`src/rtl/adc_demux_pkg.sv`:
```
package adc_demux_pkg;

  localparam int CODE_W_DEF = 8;

  typedef enum logic {
    OUT_STRAIGHT = 1'b0,
    OUT_DMUX     = 1'b1
  } out_mode_e;

endpackage

```
`src/rtl/adc_code_capture.sv`:
```
module adc_code_capture #(
  parameter int W = 8
) (
  input  logic         clk,
  input  logic         rst,
  input  logic         pol_true,
  input  logic [W-1:0] code_in,
  output logic [W-1:0] cap_q
);

  logic [W-1:0] lane_d;

  // one XNOR lane per bit: pol_true=1 passes, 0 inverts
  for (genvar i = 0; i < W; i++) begin : g_lane
    assign lane_d[i] = ~(code_in[i] ^ pol_true);
  end

  always_ff @(posedge clk) begin
    if (rst) cap_q <= '0;
    else     cap_q <= lane_d;
  end

endmodule

```
`src/rtl/adc_phase_div.sv`:
```
module adc_phase_div (
  input  logic clk,
  input  logic rst,
  output logic div_q
);

  logic phase_q;

  always_ff @(posedge clk) begin
    if (rst) begin
      phase_q <= 1'b0;
      div_q   <= 1'b0;
    end else begin
      phase_q <= ~phase_q;
      div_q   <= phase_q;
    end
  end

endmodule

```
`src/rtl/adc_port_pack.sv`:
```
module adc_port_pack
  import adc_demux_pkg::*;
#(
  parameter int W = 8
) (
  input  logic         clk,
  input  logic         rst,
  input  out_mode_e    mode,
  input  logic         pair_rdy,
  input  logic [W-1:0] cap_q,
  output logic [W-1:0] port_a,
  output logic [W-1:0] port_b
);

  logic [W-1:0] hold_q;

  always_ff @(posedge clk) begin
    if (rst) begin
      hold_q <= '0;
      port_a <= '0;
      port_b <= '0;
    end else begin
      hold_q <= cap_q;
      if (mode == OUT_STRAIGHT) begin
        port_a <= cap_q;
        port_b <= '0;
      end else if (pair_rdy) begin
        port_a <= hold_q;
        port_b <= cap_q;
      end
    end
  end

endmodule

```
`src/rtl/adc_clkout_sel.sv`:
```
module adc_clkout_sel
  import adc_demux_pkg::*;
(
  input  logic      clk,
  input  out_mode_e mode,
  input  logic      div_q,
  output logic      clk_out
);

  always_comb begin
    if (mode == OUT_DMUX) clk_out = div_q;
    else                  clk_out = ~clk;
  end

endmodule

```
`src/rtl/adc_sample_demux.sv`:
```
module adc_sample_demux
  import adc_demux_pkg::*;
#(
  parameter int W = CODE_W_DEF
) (
  input  logic         clk,
  input  logic         rst,
  input  logic         dmux_mode,
  input  logic         pol_true,
  input  logic [W-1:0] code_in,
  output logic [W-1:0] port_a,
  output logic [W-1:0] port_b,
  output logic         clk_out
);

  out_mode_e    mode;
  logic [W-1:0] cap_q;
  logic         div_q;

  assign mode = out_mode_e'(dmux_mode);

  adc_code_capture #(.W(W)) u_cap (
    .clk(clk), .rst(rst), .pol_true(pol_true), .code_in(code_in), .cap_q(cap_q)
  );

  adc_phase_div u_div (
    .clk(clk), .rst(rst), .div_q(div_q)
  );

  adc_port_pack #(.W(W)) u_pack (
    .clk(clk), .rst(rst), .mode(mode), .pair_rdy(div_q),
    .cap_q(cap_q), .port_a(port_a), .port_b(port_b)
  );

  adc_clkout_sel u_clk (
    .clk(clk), .mode(mode), .div_q(div_q), .clk_out(clk_out)
  );

endmodule

```
`config.mk`:
```
export PLATFORM = sky130hd
export DESIGN_NAME = adc_sample_demux
export DESIGN_NICKNAME = d
export VERILOG_FILES = /design/src/rtl/adc_demux_pkg.sv /design/src/rtl/adc_code_capture.sv /design/src/rtl/adc_phase_div.sv /design/src/rtl/adc_port_pack.sv /design/src/rtl/adc_clkout_sel.sv /design/src/rtl/adc_sample_demux.sv
export SDC_FILE = /design/constraint.sdc
export NUM_CORES = 1
export LEC_CHECK = 0
export BUFFER_PORTS_ARGS = -buffer_cell sky130_fd_sc_hd__clkbuf_2
export CORE_MARGIN = 4
export CORE_UTILIZATION = 39
export CTS_CLUSTER_DIAMETER = 80
export DETAILED_ROUTE_END_ITERATION = 7
export PLACE_DENSITY_LB_ADDON = 0.3
export SLEW_MARGIN = 15
export SYNTH_ARGS = -nofsm -noshare
export SYNTH_HDL_FRONTEND = slang
export SYNTH_HIERARCHICAL = 1
export SYNTH_SLANG_ARGS = --single-unit
export TNS_END_PERCENT = 20
```
`constraint.sdc`:
```
create_clock -name clk -period 1.15 [get_ports clk]
set_clock_uncertainty 0.05 [all_clocks]
set_input_delay 0 -clock clk [delete_from_list [all_inputs] [get_ports clk]]
set_output_delay 0 -clock clk [all_outputs]
set_load 0.01 [all_outputs]
```
==> flow_summary.toml <==
[die]
rows = 19
io-pin-count = 29
core_region_area_sq_mm = 0.002853
die_x_um = 63.64
die_h_um = 63.64
start_util_pct = 42.32
dieArea_sq_mm = 0.004050

[finish]
nets = 177
synthToLayoutAreaGrowth_pct = 36.58
finalNonFillerCells = 197
num_antenna_cells = 0
drive_gt1_share_pct = 27.71

[synthesis]
synth.top_cells.by_area = "dfxtp_1 (56%), mux2i_1 (13%), nor2_1 (7.8%)"
syn_nets = 123
synth.most_common_cell = "dfxtp_1"
synth_seq_cells = 34
ys_seq_area_share_pct = 56.37
avgSynthCellArea_sq_um = 10.88
synth_area_leader_cell = "dfxtp_1"
ys_warn_count = 6
synth_cell_type_count = 15
synthArstFlopShare_pct = 0
syn-cell-area_sq_mm = 0.001207
syn_inst = 111
synth_top_area_share_pct = 56.37
synth_edf_count = 0
synth_common_cells = "dfxtp_1 (34), nor2_1 (25), mux2i_1 (16)"
ys.flop_type = "dfxtp_1"

[worst_setup_path]
crit_family = "buffers and inverters"
critPathMaxStageDelay_ns = 0.56
critPathKind = "primary input to register"
crit_top_cell = "dlygate4sd3_1"
path_cells = "dlygate4sd3_1 > clkbuf_2 > xor2_1 > dlygate4sd3_1 > nor2_1"
rr_startpoint = "u_div/div_q$_SDFF_PP0_"
timing.critical_path.buf_inv = 3
required_ns = 1.47
worstPathArrival_ns = 1.44
worst_setup_path_start_kind = "primary input"
cp-end-kind = "register"
critPathSlowestCell = "dlygate4sd3_1"
startpoint = "code_in[5]"
worst-path-max-fanout = 1

[hold_path]
hold_class = "primary input to register"
hold_path.startpoint = "pol_true"

[flow_run]
maxCapViolCount = 0

[routing]
dr_total_vias = 946
antenna_left = 0
drc = 0
wl_per_cell_um = 12.10
wl_um = 2384
first_pass_iters = 4
drt_iter0_drc = 26
viasPerCell = 4.802

[sta]
finalCriticalPeriod_ns = 1.119
rsz0062_at_grt = "true"
whs_ns = 0.1582
relSlewSlack_pct = 67.26
worstMarginPinSlew_ns = 0.4894
period_share_pct = 97.27
clock.fmax_mhz = 893.9
finalHoldViolCount = 0
finalSetupViolations = 0
fin_ws_ns = 0.03136
drv_slew = 0

[placed_design]
port_buffers = 28
dp_hpwl_um = 1469
dp_slack_ns = 0.1085
gp_congestion = 0.6677
placedCellCount = 165

[power]
internal_power_w = 0.001836
vdd.ir_drop.worst_mv = 0.7916
power_leakage_nw = 0.7204
p_comb_share_pct = 11.9
power.density_cell_area_mw_per_mm2 = 1464
power_frac_seq_pct = 53.0
clockPowerShare_pct = 35.1
total_power_w = 0.002414
switching_share_pct = 23.94
power_switching_w = 0.0005778

[global_route]
grt.total_usage_pct = 13.77
grt_max_degree = 21
antenna_found_initial = 0
grt_overflow_total = 0
grt_pass1_vias = 941
grt_pass1_wl_um = 4160

[clocking]
cts.clk_slew.worst_paths_ns = 0.09
cts_tree = "done"
clk_latency_ns = 0.43

[outcome]
status = "finished, final reports clean"
power by group through the flow:
stage	clock [W]	combinational [W]	sequential [W]
floorplan	0.0000207	0.000139	0.00131
global placement	0.0000362	0.000205	0.00130
detailed placement	0.0000362	0.000211	0.00130
CTS	0.000879	0.000286	0.00128
global route	0.000938	0.000318	0.00129
finish	0.000846	0.000288	0.00128
state kept, by name, summed over array words and instances (netlist names):
register and cells:
u_cap/cap_q 8, u_div/div_q 1, u_div/phase_q 1, u_pack/hold_q 8, u_pack/port_a 8, u_pack/port_b 8
worst min-delay path: stages:
cell and delay, ns:
clkbuf_2 0.18, xor2_1 0.19, dlymetal6s4s_1 0.20, nor2_1 0.04
repair_timing:
| action | 4_1_cts | 5_1_grt |
|---|---|---|
| buffers inserted | 1 | 1 |
| resized for setup | 2 | 4 |
| endpoints found under the hold margin | 18 | 0 |
| endpoints found under the setup margin | 1 | 15 |
| hold buffers | 20 | 0 |
cells by family (layout without fill, tap and decap cells):
logic type	Yosys count	in the layout	share of synthesized area [%]
XOR/XNOR	8	8	5.803
AND/OR/NAND/NOR	36	36	13.89
flip-flops	34	34	56.37
buffers and inverters	8	63	5.285
AO/OA/AOI/OAI	9	9	5.388
multiplexers	16	16	13.26
through the flow:
step	instance area [sq um]	util [%]	TNS (ns)
6_report	1649	57.81	0
5_1_grt	1649	57.81	-0.04799
4_1_cts	1652	57.89	-0.2464
3_5_place_dp	1358	47.59	0
3_3_place_gp	1358	47.59	0
2_1_floorplan	1207	-	0
path summary, 6_finish.rpt:
kind                              endpoint  slack, ns  cells past startpoint
max              u_cap/cap_q[5]$_SDFF_PP0_       0.03                      5
min              u_cap/cap_q[3]$_SDFF_PP0_       0.16                      4
max reg2reg  u_pack/port_a[3]$_SDFFE_PP0P_       0.04                      3
min reg2reg       u_div/phase_q$_SDFF_PP0_       0.38                      1
final cells by class:
cell class,instances,area (sq um)
fillers,249,1204
repair buffers,51,371.6
flip-flops and latches,34,681.9
well taps,31,38.79
clock inverters,1,5.005
clock buffers,11,82.58
multi-input cells,69,469.2
placed cells by master, fill, tap and decap left out, drive strengths merged:
master / n
nand2b: 1
nor2b: 9
mux2i: 16
nand2: 1
dlymetal6s4s: 1
dlygate4sd3: 19
nor2: 25
o21ai: 1
clkbuf: 37
buf: 5
a211oi: 8
xor2: 8
clkinv: 1
dfxtp: 34
per-layer routing:
| layer | GRT usage (%) | vias up | routed length, um | part of all wire, % |
|---|---|---|---|---|
| met1 | 14.99 | 432 | 1032 | 43 |
| met2 | 20.08 | 40 | 1171 | 49 |
| met5 | 0 | - | 0 | 0 |
| met3 | 5.151 | 6 | 128 | 5.4 |
| met4 | 13.48 | 0 | 51 | 2.1 |
| li1 | - | 468 | - | - |
Note: power is estimated with default switching activity, not from simulation.
